===== config.mk =====
export PLATFORM = sky130hd
export DESIGN_NAME = uart_chan_regcore
export DESIGN_NICKNAME = d
export VERILOG_FILES = /design/src/rtl/chan_pkg.sv /design/src/rtl/chan_cmd_decode.sv /design/src/rtl/chan_mode_regs.sv /design/src/rtl/chan_rx_fifo.sv /design/src/rtl/chan_tx_ctl.sv /design/src/rtl/uart_chan_regcore.sv
export SDC_FILE = /design/constraint.sdc
export NUM_CORES = 1
export LEC_CHECK = 0
export BUFFER_PORTS_ARGS = -buffer_cell sky130_fd_sc_hd__buf_2
export CAP_MARGIN = 20
export CORE_UTILIZATION = 40
export DETAILED_ROUTE_END_ITERATION = 8
export REMOVE_ABC_BUFFERS = 1
export SLEW_MARGIN = 0
export SYNTH_ARGS = -nofsm -noshare
export SYNTH_HDL_FRONTEND = slang
export SYNTH_HIERARCHICAL = 1
export SYNTH_SLANG_ARGS = --single-unit

===== constraint.sdc =====
create_clock -name clk -period 3.5 [get_ports clk]
set_input_delay 0.175 -clock clk [delete_from_list [all_inputs] [get_ports clk]]
set_output_delay 0.175 -clock clk [all_outputs]
set_load 0.01 [all_outputs]

===== src/rtl/chan_pkg.sv =====
package chan_pkg;

    localparam int BYTE_W = 8;

    typedef enum logic [1:0] {
        SLOT_MODE = 2'd0,
        SLOT_STAT = 2'd1,
        SLOT_CMD  = 2'd2,
        SLOT_DATA = 2'd3
    } slot_e;

    // upper nibble action codes of the command byte
    localparam logic [3:0] ACT_NONE    = 4'd0;
    localparam logic [3:0] ACT_PTR_RST = 4'd1;
    localparam logic [3:0] ACT_RX_RST  = 4'd2;
    localparam logic [3:0] ACT_TX_RST  = 4'd3;
    localparam logic [3:0] ACT_ERR_RST = 4'd4;
    localparam logic [3:0] ACT_BRK_CLR = 4'd5;

    typedef struct packed {
        logic rx_on;
        logic rx_off;
        logic tx_on;
        logic tx_off;
        logic ptr_rst;
        logic rx_rst;
        logic tx_rst;
        logic err_rst;
        logic brk_clr;
    } cmd_dec_t;

    // status byte, bit 7 first
    typedef struct packed {
        logic brk;
        logic frame_err;
        logic par_err;
        logic ovr;
        logic tx_emt;
        logic tx_rdy;
        logic full;
        logic rx_rdy;
    } chan_status_t;

    function automatic cmd_dec_t decode_cmd(input logic en, input logic [7:0] b);
        cmd_dec_t d;
        d = '0;
        if (en) begin
            d.rx_on  = b[0];
            d.rx_off = b[1];
            d.tx_on  = b[2];
            d.tx_off = b[3];
            case (b[7:4])
                ACT_PTR_RST: d.ptr_rst = 1'b1;
                ACT_RX_RST:  d.rx_rst  = 1'b1;
                ACT_TX_RST:  d.tx_rst  = 1'b1;
                ACT_ERR_RST: d.err_rst = 1'b1;
                ACT_BRK_CLR: d.brk_clr = 1'b1;
                default:     ;
            endcase
        end
        return d;
    endfunction

endpackage


===== src/rtl/chan_cmd_decode.sv =====
module chan_cmd_decode
    import chan_pkg::*;
(
    input  logic       cmd_wr,
    input  logic [7:0] cmd_byte,
    output cmd_dec_t   dec
);
    always_comb dec = decode_cmd(cmd_wr, cmd_byte);
endmodule


===== src/rtl/chan_mode_regs.sv =====
module chan_mode_regs #(
    parameter int W    = 8,
    parameter int NREG = 2,
    localparam int PW  = (NREG > 1) ? $clog2(NREG) : 1
) (
    input  logic          clk,
    input  logic          rst,
    input  logic          access,
    input  logic          wr,
    input  logic [W-1:0]  wdata,
    input  logic          ptr_rst,
    output logic [W-1:0]  rdata,
    output logic [PW-1:0] ptr
);
    localparam logic [PW-1:0] LAST = PW'(NREG - 1);

    logic [W-1:0] regs [NREG];

    for (genvar g = 0; g < NREG; g++) begin : g_mr
        logic [W-1:0] val_q;
        always_ff @(posedge clk) begin
            if (rst)
                val_q <= '0;
            else if (access && wr && ptr == PW'(g))
                val_q <= wdata;
        end
        assign regs[g] = val_q;
    end

    always_ff @(posedge clk) begin
        if (rst)
            ptr <= '0;
        else if (ptr_rst)
            ptr <= '0;
        else if (access && ptr != LAST)
            ptr <= ptr + PW'(1);
    end

    assign rdata = regs[ptr];
endmodule


===== src/rtl/chan_rx_fifo.sv =====
module chan_rx_fifo #(
    parameter int W     = 8,
    parameter int DEPTH = 3,
    localparam int CW   = $clog2(DEPTH + 1),
    localparam int IW   = (DEPTH > 1) ? $clog2(DEPTH) : 1
) (
    input  logic          clk,
    input  logic          rst,
    input  logic          flush,
    input  logic          push,
    input  logic [W-1:0]  push_data,
    input  logic          pop,
    output logic [W-1:0]  head,
    output logic [CW-1:0] count,
    output logic          full,
    output logic          empty
);
    logic [W-1:0]  slots [DEPTH];
    logic [IW-1:0] rd_idx;
    logic [IW-1:0] wr_idx;
    logic          do_push;
    logic          do_pop;

    function automatic logic [IW-1:0] wrap_add(input logic [IW-1:0] a, input int b);
        int s;
        s = int'(a) + b;
        if (s >= DEPTH) s = s - DEPTH;
        return IW'(s);
    endfunction

    assign full    = (count == CW'(DEPTH));
    assign empty   = (count == '0);
    assign do_push = push && !full && !flush;
    assign do_pop  = pop && !empty && !flush;
    assign wr_idx  = wrap_add(rd_idx, int'(count));

    for (genvar g = 0; g < DEPTH; g++) begin : g_slot
        logic [W-1:0] byte_q;
        always_ff @(posedge clk) begin
            if (rst)
                byte_q <= '0;
            else if (do_push && wr_idx == IW'(g))
                byte_q <= push_data;
        end
        assign slots[g] = byte_q;
    end

    assign head = slots[rd_idx];

    always_ff @(posedge clk) begin
        if (rst) begin
            count  <= '0;
            rd_idx <= '0;
        end else if (flush) begin
            count  <= '0;
        end else begin
            case ({do_push, do_pop})
                2'b10:   count <= count + CW'(1);
                2'b01:   count <= count - CW'(1);
                default: ;
            endcase
            // the head stays on the last byte when it leaves alone
            if (do_pop && (count > CW'(1) || do_push))
                rd_idx <= wrap_add(rd_idx, 1);
        end
    end
endmodule


===== src/rtl/chan_tx_ctl.sv =====
module chan_tx_ctl #(
    parameter int W = 8
) (
    input  logic         clk,
    input  logic         rst,
    input  logic         tx_on,
    input  logic         tx_off,
    input  logic         thr_wr,
    input  logic [W-1:0] thr_data,
    output logic         tx_rdy,
    output logic         tx_strobe,
    output logic [W-1:0] tx_data
);
    always_ff @(posedge clk) begin
        if (rst) begin
            tx_rdy    <= 1'b0;
            tx_strobe <= 1'b0;
            tx_data   <= '0;
        end else begin
            if (tx_off)
                tx_rdy <= 1'b0;
            else if (tx_on)
                tx_rdy <= 1'b1;
            tx_strobe <= thr_wr && tx_rdy;
            if (thr_wr && tx_rdy)
                tx_data <= thr_data;
        end
    end
endmodule


===== src/rtl/uart_chan_regcore.sv =====
module uart_chan_regcore
    import chan_pkg::*;
#(
    parameter int FIFO_DEPTH = 3,
    parameter int MODE_REGS  = 2,
    localparam int CW = $clog2(FIFO_DEPTH + 1),
    localparam int PW = (MODE_REGS > 1) ? $clog2(MODE_REGS) : 1
) (
    input  logic       clk,
    input  logic       rst,
    input  logic       reg_wr,
    input  logic       reg_rd,
    input  logic [1:0] reg_addr,
    input  logic [7:0] reg_wdata,
    output logic [7:0] reg_rdata,
    input  logic       rx_valid,
    input  logic [7:0] rx_data,
    output logic       rx_ready,
    input  logic       brk_evt,
    output logic       tx_strobe,
    output logic [7:0] tx_data,
    output logic       irq_rxrdy,
    output logic       irq_txrdy,
    output logic       irq_brk
);
    slot_e        slot;
    cmd_dec_t     cmd;
    chan_status_t status;
    logic         rd_eff;
    logic         mode_acc;
    logic [7:0]   mode_rdata;
    logic [PW-1:0] mode_ptr;
    logic [7:0]   fifo_head;
    logic [CW-1:0] fifo_cnt;
    logic         fifo_full;
    logic         fifo_empty;
    logic         rx_en;
    logic         rx_flag;
    logic         brk_bit;
    logic         brk_req;
    logic         tx_rdy;
    logic         pop;
    logic         push;
    logic         brk_push;
    logic [7:0]   push_byte;

    assign slot     = slot_e'(reg_addr);
    assign rd_eff   = reg_rd && !reg_wr;
    assign mode_acc = (reg_wr || rd_eff) && slot == SLOT_MODE;

    chan_cmd_decode u_dec (
        .cmd_wr   (reg_wr && slot == SLOT_CMD),
        .cmd_byte (reg_wdata),
        .dec      (cmd)
    );

    chan_mode_regs #(.W(BYTE_W), .NREG(MODE_REGS)) u_mode (
        .clk     (clk),
        .rst     (rst),
        .access  (mode_acc),
        .wr      (reg_wr),
        .wdata   (reg_wdata),
        .ptr_rst (cmd.ptr_rst),
        .rdata   (mode_rdata),
        .ptr     (mode_ptr)
    );

    assign rx_ready  = rx_en && !fifo_full && !brk_evt;
    assign brk_push  = brk_evt && !fifo_full;
    assign push      = brk_push || (rx_valid && rx_ready);
    assign push_byte = brk_evt ? 8'h00 : rx_data;
    assign pop       = rd_eff && slot == SLOT_DATA && !fifo_empty;

    chan_rx_fifo #(.W(BYTE_W), .DEPTH(FIFO_DEPTH)) u_fifo (
        .clk       (clk),
        .rst       (rst),
        .flush     (cmd.rx_rst),
        .push      (push),
        .push_data (push_byte),
        .pop       (pop),
        .head      (fifo_head),
        .count     (fifo_cnt),
        .full      (fifo_full),
        .empty     (fifo_empty)
    );

    chan_tx_ctl #(.W(BYTE_W)) u_tx (
        .clk       (clk),
        .rst       (rst),
        .tx_on     (cmd.tx_on),
        .tx_off    (cmd.tx_off || cmd.tx_rst),
        .thr_wr    (reg_wr && slot == SLOT_DATA),
        .thr_data  (reg_wdata),
        .tx_rdy    (tx_rdy),
        .tx_strobe (tx_strobe),
        .tx_data   (tx_data)
    );

    // receive enable: off bit and receiver reset both beat the on bit
    always_ff @(posedge clk) begin
        if (rst)
            rx_en <= 1'b0;
        else if (cmd.rx_off || cmd.rx_rst)
            rx_en <= 1'b0;
        else if (cmd.rx_on)
            rx_en <= 1'b1;
    end

    // receive-ready flag shared by status bit 0 and the request output
    always_ff @(posedge clk) begin
        if (rst)
            rx_flag <= 1'b0;
        else if (cmd.rx_rst)
            rx_flag <= 1'b0;
        else if (push && fifo_empty)
            rx_flag <= 1'b1;
        else if (pop && fifo_cnt == CW'(1) && !push)
            rx_flag <= 1'b0;
    end

    // break status bit and break request
    always_ff @(posedge clk) begin
        if (rst) begin
            brk_bit <= 1'b0;
            brk_req <= 1'b0;
        end else begin
            if (cmd.err_rst)
                brk_bit <= 1'b0;
            else if (brk_evt && !brk_bit)
                brk_bit <= 1'b1;
            else if (pop && brk_bit)
                brk_bit <= 1'b0;

            if (cmd.brk_clr)
                brk_req <= 1'b0;
            else if (pop && brk_bit)
                brk_req <= 1'b1;
        end
    end

    always_comb begin
        status           = '0;
        status.rx_rdy    = rx_flag;
        status.full      = fifo_full;
        status.tx_rdy    = tx_rdy;
        status.tx_emt    = tx_rdy;
        status.brk       = brk_bit;
    end

    always_comb begin
        case (slot)
            SLOT_MODE: reg_rdata = mode_rdata;
            SLOT_STAT: reg_rdata = status;
            SLOT_DATA: reg_rdata = fifo_head;
            default:   reg_rdata = 8'h00;
        endcase
    end

    assign irq_rxrdy = rx_flag;
    assign irq_txrdy = tx_rdy;
    assign irq_brk   = brk_req;
endmodule


==> impl_metrics.py, run 1 <==
metrics = {
    "outcome": {
        "outcome": "finished clean",
    },
    "power_and_ir_drop": {
        "vdd.ir_drop.worst_mv": 0.204,
        "finalPower_mw": 1.54,
        "total_leakage_power_nw": 1.56,
        "pwr_density_cell_nw_per_um2": 412,
    },
    "cells_and_area": {
        "post-route-util_pct": 47.0,
        "multi_input_area_um2": 1970,
        "layout-drive-gt1-share_pct": 26.1,
        "layout.cells.non_filler": 493,
        "fin_nets": 418,
        "insertedDiodeCount": 0,
        "fillers": 783,
        "area_growth_pct": 11.4,
        "seqCellArea_um2": 1180,
    },
    "yosys": {
        "synthArstFlopShare_pct": 0,
        "synthCells": 351,
        "synth-seq-cells": 59,
        "synth_commonest_cells": "59 x dfxtp_1, 50 x nand2b_1, 40 x mux2i_1",
        "ys_warn_count": 6,
        "synthDistinctLibCells": 53,
        "synth_edf_count": 0,
        "netlist_top_cells_area": "dfxtp_1 35%, mux2i_1 12%, nand2b_1 9.3%",
        "synthMostInstantiatedCell": "dfxtp_1",
        "synthFlopType": "dfxtp_1",
        "synth_top_area_share_pct": 35.3,
        "synth.yosys.seq_area_share_pct": 35.3,
        "postSynthAreaPerCell_um2": 9.54,
        "synthesis.area_um2": 3350,
        "synth.largest_area_cell": "dfxtp_1",
    },
    "drt": {
        "finalWirelength_um": 7530,
        "wl_per_cell_um": 15.3,
        "dr_total_vias": 2537,
        "drt_iter0_drc": 102,
        "first_pass_iters": 4,
        "drc": 0,
        "viasPerCell": 5.15,
        "route.antenna.remaining_nets": 0,
    },
    "die": {
        "core-area_um2": 7930,
        "start_util_pct": 42.2,
        "rows": 32,
        "dieArea_um2": 8740,
        "die_h_um": 93.5,
        "die_w_um": 93.5,
        "pin_count": 45,
    },
    "cts": {
        "clk_latency_ps": 330,
        "ctsHoldBuffers": 0,
        "cts_root_buffer": "clkbuf_8",
        "clock-sinks": 59,
        "cts_max_level": 3,
        "clk_pin_slew_ps": 70,
        "cts_tree": "yes",
        "cts_max_path_buffers": 2,
        "post_cts_buffers": 0,
        "cts_made_buffers": 9,
        "cts_resized": 0,
    },
    "sta": {
        "slew_headroom_pct": 56.2,
        "setup_ws_ps": 636,
        "final.period_utilization_pct": 81.8,
        "clock.fmax_ghz": 0.349,
        "finalHoldViolations": 0,
        "final-setup-viol-count": 0,
        "layout_min_cycle_time_ps": 2860,
        "maxSlewViolCount": 0,
        "rsz0062_at_grt": "false",
        "finalClockSkew_ps": 6.03,
        "fin_setup_tns_ps": 0,
        "worst_pin_slew_ps": 656,
    },
    "flow_run": {
        "cap_violations": 0,
    },
    "worst_setup_path": {
        "worstPathRequired_ps": 3760,
        "cpPeakStageDelay_ps": 620,
        "crit_top_cell": "inv_1",
        "cp_num_buf_inv": 2,
        "crit_fanout": 13,
        "arrival_ps": 3120,
        "end_kind": "register",
        "cpMaxStageDelayCell": "fa_1",
        "worst-setup-path-type": "register to register",
        "worst_setup_path_start_kind": "register",
        "crit_chain": "inv_1 -> fa_1 -> inv_1 -> ha_1 -> nor2b_2 -> o2bb2ai_2 -> and3_1 -> mux2i_1",
        "crit_family": "adder cells",
    },
    "placement": {
        "dp_cells": 477,
        "preCtsSetupSlack_ps": 707,
        "gp_congestion": 0.756,
        "hpwl_um": 5260,
        "port_buffers": 44,
    },
    "global_routing": {
        "met3_usage_pct": 4.80,
        "use_met1_pct": 25.7,
        "antenna_found_initial": 0,
        "grt-ovfl-total": 0,
        "grtUsageMet2_pct": 29.0,
        "busiest_layer": "met2",
        "grt_pass1_wl_um": 12500,
        "grt_pass1_vias": 2491,
        "grt_start_max_net_pins": 75,
        "gr-usage-all-layers_pct": 18.7,
    },
    "hold_path": {
        "hold_path.class": "primary input to register",
    },
}
## routing by layer
metal	part of all wire [%]	up-vias
met5	0	-
met4	0.98	0
li1	-	1290
met2	44	51
met1	50	1189
met3	4.8	7
## logic make-up (layout without fill, tap and decap cells)
kind of cell / count (synthesis) / after routing / share of synthesized area (%)
simple gates: 138 / 138 / 25.5
compound gates: 65 / 65 / 14.8
flops: 59 / 59 / 35.3
mux: 50 / 50 / 15.3
buf+inv: 30 / 70 / 5.76
fa+ha+maj: 7 / 7 / 2.84
xor+xnor: 2 / 2 / 0.523
## path summary, 6_finish.rpt
path | start | endpoint | slack, ps | cells after the start
worst min-delay path | reg_wdata[3] | u_tx/tx_data[3] | 130 | 3
worst max register to register | u_fifo/rd_idx[1] | u_fifo/g_slot[1].byte_q[1] | 640 | 8
worst min register to register | u_fifo/g_slot[1].byte_q[1] | u_fifo/g_slot[1].byte_q[1] | 470 | 2
worst max-delay path | u_fifo/rd_idx[1] | u_fifo/g_slot[1].byte_q[1] | 640 | 8
## registers in the layout, summed over array words and instances, names as in the netlist
name	flops
brk_bit	1
irq_brk	1
irq_rxrdy	1
rx_en	1
u_fifo/count	2
u_fifo/g_slot.byte_q	24
u_fifo/rd_idx	2
u_mode/g_mr.val_q	16
u_mode/ptr	1
u_tx/tx_data	8
u_tx/tx_rdy	1
u_tx/tx_strobe	1
## metrics by stage
| stage | instance area (um2) | hold WS, ps |
|---|---|---|
| after global placement | 3550 | 457 |
| after global routing | 3730 | 123 |
| after detailed placement | 3550 | 464 |
| final | 3730 | 125 |
| after floorplan | 3180 | 237 |
| after CTS | 3710 | 116 |
## worst reg2reg max path: stages (launching register included)
cell       delay [ps]
dfxtp_1           530
inv_1             160
fa_1              620
inv_1              80
ha_1              240
nor2b_2           220
o2bb2ai_2         270
and3_1            450
mux2i_1           230
## placed cells by master, fill, tap and decap left out, types with 3 or more instances in the layout
cell type,Yosys,layout
a21bo_2,7,7
a21oi_1,10,10
a22o_1,8,8
and2_2,4,4
and3_1,3,3
buf_2,4,44
clkbuf_8,0,10
clkinv_2,0,3
dfxtp_1,59,59
ha_1,6,6
inv_1,8,8
mux2_2,9,9
mux2i_1,40,40
nand2_1,16,16
nand2b_1,50,50
nand3_1,9,9
nor2_1,13,13
nor2b_1,19,19
nor3_1,5,5
nor3b_2,3,3
o21ai_0,20,20
o21ai_2,8,8
## where the power goes
part           total, mW  switching [mW]  leakage (nW)  internal, mW
combinational      0.282           0.162          1.00         0.120
clock              0.530           0.261        0.0860         0.269
sequential         0.723          0.0232         0.478         0.700
total               1.54           0.446          1.56          1.09
## final cells by class
type | count | area share, %
Inverter | 8 | 0.806
Sequential cell | 59 | 31.7
Clock buffer | 12 | 3.89
Tap cell | 102 | 3.42
Multi-Input combinational cell | 262 | 52.9
Timing Repair Buffer | 47 | 6.85
Clock inverter | 3 | 0.403
No activity file was read; power rests on OpenSTA's default activity.
==> run 2, diff against run 1 <==
==> constraint.sdc (replaced) <==
create_clock -name clk -period 2.74 [get_ports clk]
set_input_delay 0.137 -clock clk [delete_from_list [all_inputs] [get_ports clk]]
set_output_delay 0.137 -clock clk [all_outputs]
set_load 0.01 [all_outputs]
==> run 2 against run 1 <==
Net effect:
- clock-buffer cell count is 1 lower
- register-to-register slack got worse by 430 ps
- cell count increased by 0.41%
- setup slack worse by 430 ps
- clock power increased by 43%
- global-route usage shrank 0.075 points
- non-clock buffer count up 3
- first-iteration DRC count up 15%
- routed wire length is essentially flat
- critical path type unchanged
- largest power group unchanged
==> impl_metrics.py, run 2 (synthesis gave the netlist of run 1 again) <==
metrics = {
    "outcome": {
        "outcome": "finished clean",
    },
    "global_routing": {
        "antenna_found_initial": 0,
        "met3_usage_pct": 3.09,
        "grt_start_max_net_pins": 69,
        "grt-ovfl-total": 0,
        "gr-usage-all-layers_pct": 18.6,
        "grt_pass1_vias": 2440,
        "grtUsageMet2_pct": 27.2,
        "use_met1_pct": 26.3,
        "busiest_layer": "met2",
        "grt_pass1_wl_um": 12400,
    },
    "drt": {
        "route.antenna.remaining_nets": 0,
        "drc": 0,
        "drt_iter0_drc": 117,
        "finalWirelength_um": 7530,
        "viasPerCell": 5.09,
        "dr_total_vias": 2520,
        "first_pass_iters": 4,
        "wl_per_cell_um": 15.2,
    },
    "die": {
        "rows": 32,
        "core-area_um2": 7930,
        "die_w_um": 93.5,
        "die_h_um": 93.5,
        "start_util_pct": 42.2,
        "dieArea_um2": 8740,
        "pin_count": 45,
    },
    "hold_path": {
        "min_to": "u_tx/tx_data[3]",
        "hold_path.class": "primary input to register",
        "hold_start": "reg_wdata[3]",
        "min_path_cells": 3,
    },
    "sta": {
        "worst_pin_slew_ps": 979,
        "finalClockSkew_ps": 10.1,
        "slew_headroom_pct": 34.8,
        "maxSlewViolCount": 0,
        "layout_min_cycle_time_ps": 2540,
        "finalHoldViolations": 0,
        "final.period_utilization_pct": 92.6,
        "rsz0062_at_grt": "false",
        "clock.fmax_ghz": 0.394,
        "fin_setup_tns_ps": 0,
        "final-setup-viol-count": 0,
    },
    "cells_and_area": {
        "design_area_um2": 3770,
        "insertedDiodeCount": 0,
        "area_growth_pct": 12.5,
        "fin_nets": 421,
        "top_regs": "u_fifo/g_slot.byte_q (24), u_mode/g_mr.val_q (16), u_tx/tx_data (8)",
        "layout-drive-gt1-share_pct": 27.2,
        "top_register": "u_fifo/g_slot.byte_q",
        "final_common_cell": "dfxtp_1",
        "final_cell_mix": "59 x dfxtp_1, 50 x nand2b_1, 44 x buf_2, 40 x mux2i_1, 20 x o21ai_0",
        "largest_reg_flops": 24,
        "post-route-util_pct": 47.5,
    },
    "worst_setup_path": {
        "end_kind": "register",
        "cpPeakStageDelay_ps": 550,
        "worstPathRequired_ps": 2990,
        "worst_setup_path_start_kind": "register",
        "arrival_ps": 2790,
        "reg2reg_to": "u_fifo/g_slot[1].byte_q[3]",
        "cpMaxStageDelayCell": "fa_1",
        "ff2ff_path_depth": 9,
        "worst-setup-path-type": "register to register",
        "cp_num_buf_inv": 2,
        "rr_startpoint": "u_fifo/count[0]",
        "rrSetupSlack_ps": 200,
        "crit_chain": "ha_1 -> inv_1 -> fa_1 -> inv_1 -> ha_1 -> nor2b_2 -> o2bb2ai_2 -> and3_4 -> mux2i_1",
        "crit_fanout": 9,
        "crit_family": "adder cells",
    },
    "power_and_ir_drop": {
        "intPower_mw": 1.49,
        "sequentialPowerShare_pct": 45.1,
        "vdd.ir_drop.worst_mv": 0.231,
        "p_comb_share_pct": 17.8,
        "p_clk_share_pct": 37.1,
        "finalPower_mw": 2.05,
        "pwr_density_cell_nw_per_um2": 544,
        "switchingPower_mw": 0.561,
        "sw_frac_of_total_pct": 27.4,
        "total_leakage_power_nw": 1.58,
    },
    "cts": {
        "clk_latency_ps": 340,
        "cts_made_buffers": 9,
        "clk_pin_slew_ps": 70,
        "cts_max_level": 3,
        "cts_root_buffer": "clkbuf_8",
        "clock-sinks": 59,
        "ctsHoldBuffers": 0,
        "cts_max_path_buffers": 2,
        "cts_tree": "yes",
    },
    "placement": {
        "placed_area_um2": 3580,
        "hpwl_um": 5420,
        "port_buffers": 44,
        "gp_congestion": 0.772,
    },
    "flow_run": {
        "cap_violations": 0,
    },
}
## run 2: cell count changes in the layout (fill, tap and decap cells not counted)
cell       previous run  this run
buf_4                 2         6
and3_1                3         2
and3_4                1         2
buf_12                1         0
bufinv_16             0         1
clkbuf_1              2         1
clkinv_2              3         2
or2_1                 1         0
or2_4                 0         1
## run 2: final cells by class
cell class,count,area (um2)
timing repair buffer,50,265
tap,102,128
inverter,8,30.0
sequential,59,1180
fill,767,4160
clock inverter,3,40.0
clock buffer,11,141
multi-input combinational,262,1980
## run 2: repair_timing
item	4_1_cts	5_1_grt
resized for setup	0	3
setup endpoints to repair	0	13
buffers inserted	0	0
## run 2: power groups by stage
stage | sequential (mW) | clock, mW | combinational, mW
final | 0.923 | 0.758 | 0.365
after global routing | 0.928 | 0.833 | 0.403
after CTS | 0.923 | 0.780 | 0.366
after detailed placement | 0.943 | 0 | 0.363
after global placement | 0.942 | 0 | 0.358
after floorplan | 0.937 | 0 | 0.245
## run 2: how the worst max path moves through the flow
stage,from,to,slack (ps),cells past startpoint
floorplan,u_fifo/rd_idx[0],u_fifo/g_slot[1].byte_q[0],20,9
global placement,u_fifo/count[0],u_fifo/g_slot[2].byte_q[5],210,9
detailed placement,u_fifo/count[0],u_fifo/g_slot[1].byte_q[3],120,9
CTS,u_fifo/count[0],u_fifo/g_slot[1].byte_q[3],90,9
global route,u_fifo/count[0],u_fifo/g_slot[0].byte_q[2],10,10
finish,u_fifo/count[0],u_fifo/g_slot[1].byte_q[3],200,9
## run 2: worst min-delay path, cell delays in order
cell and delay (ps):
buf_2 110, nand3_1 80, a21oi_1 60
## run 2: layer usage
layer | part of all wire [%] | vias to the layer above
met1 | 52 | 1156
li1 | - | 1301
met4 | 2.4 | 0
met2 | 43 | 47
met3 | 3.2 | 16
met5 | 0 | -
## run 2: through the flow
step,cells,hold WS (ps),worst slack [ps]
floorplan,329,199,23.8
global placement,481,438,214
detailed placement,481,453,122
CTS,495,87.1,92.2
global route,495,99.2,14.0
finish,495,91.7,201
==> run 3, diff against run 2 <==
--- a/config.mk
+++ b/config.mk
@@ -7,6 +7,7 @@
 export LEC_CHECK = 0
 export BUFFER_PORTS_ARGS = -buffer_cell sky130_fd_sc_hd__buf_2
 export CAP_MARGIN = 20
+export CORE_MARGIN = 2
 export CORE_UTILIZATION = 40
 export DETAILED_ROUTE_END_ITERATION = 8
 export REMOVE_ABC_BUFFERS = 1
==> run 3 against run 2 <==
Net effect:
- global-route usage decreased by 0.98 points
- first-iteration DRC count decreased by 15%
- clock skew decreased by 1.4 ps
- maximum frequency decreased by 1.0%
- cell count increased by 1.0%
- clock power increased by 13%
- combinational power increased by 1%
- largest cell class unchanged
==> impl_metrics.py, run 3 (synthesis gave the netlist of run 1 again) <==
metrics = {
    "outcome": {
        "outcome": "finished clean",
    },
    "cells_and_area": {
        "final_cell_mix": "58 x dfxtp_1, 50 x nand2b_1, 44 x buf_2, 40 x mux2i_1, 20 x o21ai_0",
        "layout.cells.non_filler": 500,
        "layout-drive-gt1-share_pct": 28.1,
        "design_area_um2": 3810,
        "fin_nets": 421,
        "insertedDiodeCount": 0,
        "area_growth_pct": 13.9,
        "top_regs": "u_fifo/g_slot.byte_q (24), u_mode/g_mr.val_q (16), u_tx/tx_data (8)",
        "largest_reg_flops": 24,
        "fillers": 815,
        "final_common_cell": "dfxtp_1",
        "top_register": "u_fifo/g_slot.byte_q",
        "post-route-util_pct": 46.6,
    },
    "worst_setup_path": {
        "worst-setup-path-type": "register to register",
        "crit_fanout": 12,
        "end_kind": "register",
        "rr_startpoint": "u_fifo/count[0]",
        "cpPeakStageDelay_ps": 590,
        "reg2reg_to": "u_fifo/g_slot[2].byte_q[5]",
        "worst_setup_path_start_kind": "register",
        "ff2ff_path_depth": 9,
        "rrSetupSlack_ps": 170,
        "arrival_ps": 2840,
        "cpMaxStageDelayCell": "fa_1",
        "worstPathRequired_ps": 3020,
        "crit_chain": "ha_1 -> inv_1 -> fa_1 -> inv_1 -> ha_1 -> nor3b_2 -> o2bb2ai_4 -> or2_2 -> o21ai_2",
    },
    "placement": {
        "preCtsSetupSlack_ps": 44.3,
        "hpwl_um": 5260,
        "placed_area_um2": 3580,
        "gp_congestion": 0.762,
        "port_buffers": 44,
        "dp_cells": 484,
    },
    "sta": {
        "slew_headroom_pct": 58.1,
        "worst_pin_slew_ps": 628,
        "final.period_utilization_pct": 93.6,
        "maxSlewViolCount": 0,
        "final-setup-viol-count": 0,
        "finalHoldViolations": 0,
        "setup_ws_ps": 175,
        "rsz0062_at_grt": "false",
        "clock.fmax_ghz": 0.390,
        "fin_setup_tns_ps": 0,
        "finalClockSkew_ps": 8.63,
        "layout_min_cycle_time_ps": 2570,
    },
    "global_routing": {
        "grt_pass1_wl_um": 12200,
        "grt_pass1_vias": 2462,
        "grt_start_max_net_pins": 75,
        "antenna_found_initial": 0,
        "gr-usage-all-layers_pct": 17.6,
        "grt-ovfl-total": 0,
    },
    "cts": {
        "cts_made_buffers": 9,
        "cts_tree": "yes",
        "clock-sinks": 59,
        "clk_latency_ps": 340,
        "cts_max_level": 3,
        "cts_root_buffer": "clkbuf_8",
        "clk_pin_slew_ps": 70,
        "cts_max_path_buffers": 2,
    },
    "power_and_ir_drop": {
        "pwr_density_cell_nw_per_um2": 563,
        "vdd.ir_drop.worst_mv": 0.347,
        "total_leakage_power_nw": 1.60,
    },
    "hold_path": {
        "min_path_cells": 3,
        "min_to": "u_tx/tx_data[2]",
        "hold_start": "reg_wdata[2]",
        "hold_path.class": "primary input to register",
    },
    "drt": {
        "viasPerCell": 5.01,
        "route.antenna.remaining_nets": 0,
        "wl_per_cell_um": 14.9,
        "dr_total_vias": 2503,
        "first_pass_iters": 5,
        "finalWirelength_um": 7460,
        "drt_iter0_drc": 100,
        "drc": 0,
    },
    "die": {
        "core-area_um2": 8180,
        "die_w_um": 95.5,
        "rows": 33,
        "die_h_um": 95.5,
        "start_util_pct": 40.9,
        "dieArea_um2": 9120,
        "pin_count": 45,
    },
    "flow_run": {
        "cap_violations": 0,
    },
}
==> run 3: worst max path at each step <==
stage	startpoint	end	slack, ps
2_1_floorplan	u_fifo/rd_idx[0]	u_fifo/g_slot[1].byte_q[0]	20
3_3_place_gp	u_fifo/count[0]	u_fifo/g_slot[1].byte_q[1]	130
3_5_place_dp	u_fifo/count[0]	u_fifo/g_slot[1].byte_q[4]	40
4_1_cts	u_fifo/count[0]	u_fifo/g_slot[1].byte_q[4]	10
5_1_grt	u_fifo/count[0]	u_fifo/g_slot[2].byte_q[6]	9
6_report	u_fifo/count[0]	u_fifo/g_slot[2].byte_q[5]	170
==> run 3: critical path, delay by kind of cell (launching register included) <==
| family | cells | cell delay (ps) |
|---|---|---|
| fa+ha+maj | 3 | 970 |
| compound gates | 2 | 310 |
| buf+inv | 2 | 110 |
| flops | 1 | 390 |
| simple gates | 2 | 720 |
==> run 3: area by class of cell <==
| cell class | count | area (um2) | share of cell area [%] |
|---|---|---|---|
| multi-input cells | 262 | 1990 | 52.2 |
| flip-flops and latches | 59 | 1180 | 31.0 |
| repair buffers | 50 | 265 | 6.96 |
| clock buffers | 12 | 165 | 4.33 |
| well taps | 105 | 131 | 3.45 |
| clock inverters | 4 | 47.5 | 1.25 |
| inverters | 8 | 30.0 | 0.788 |
==> run 3: routing by layer <==
metal	GRT usage, %	share of wire (%)
met5	0	0
met4	5.36	0.84
met3	5.53	4.7
met2	28.6	46
met1	22.5	49
==> run 3: timing repair <==
action,CTS,global route
buffers inserted,0,0
endpoints found under the setup margin,0,17
hold buffers,0,0
endpoints found under the hold margin,0,0
gates resized for setup,0,5
==> run 3: power breakdown <==
part           leakage [nW]  switching [mW]  total, mW  internal [mW]
registers             0.478          0.0283      0.923          0.894
clock network         0.108           0.362      0.853          0.491
logic                  1.01           0.210      0.370          0.161
total                  1.60           0.600       2.15           1.55
==> run 3: through the flow <==
stage	hold WS (ps)	power [mW]
global placement	442	1.29
global route	100	2.24
floorplan	199	1.18
detailed placement	449	1.30
CTS	70.8	2.15
finish	90.6	2.15
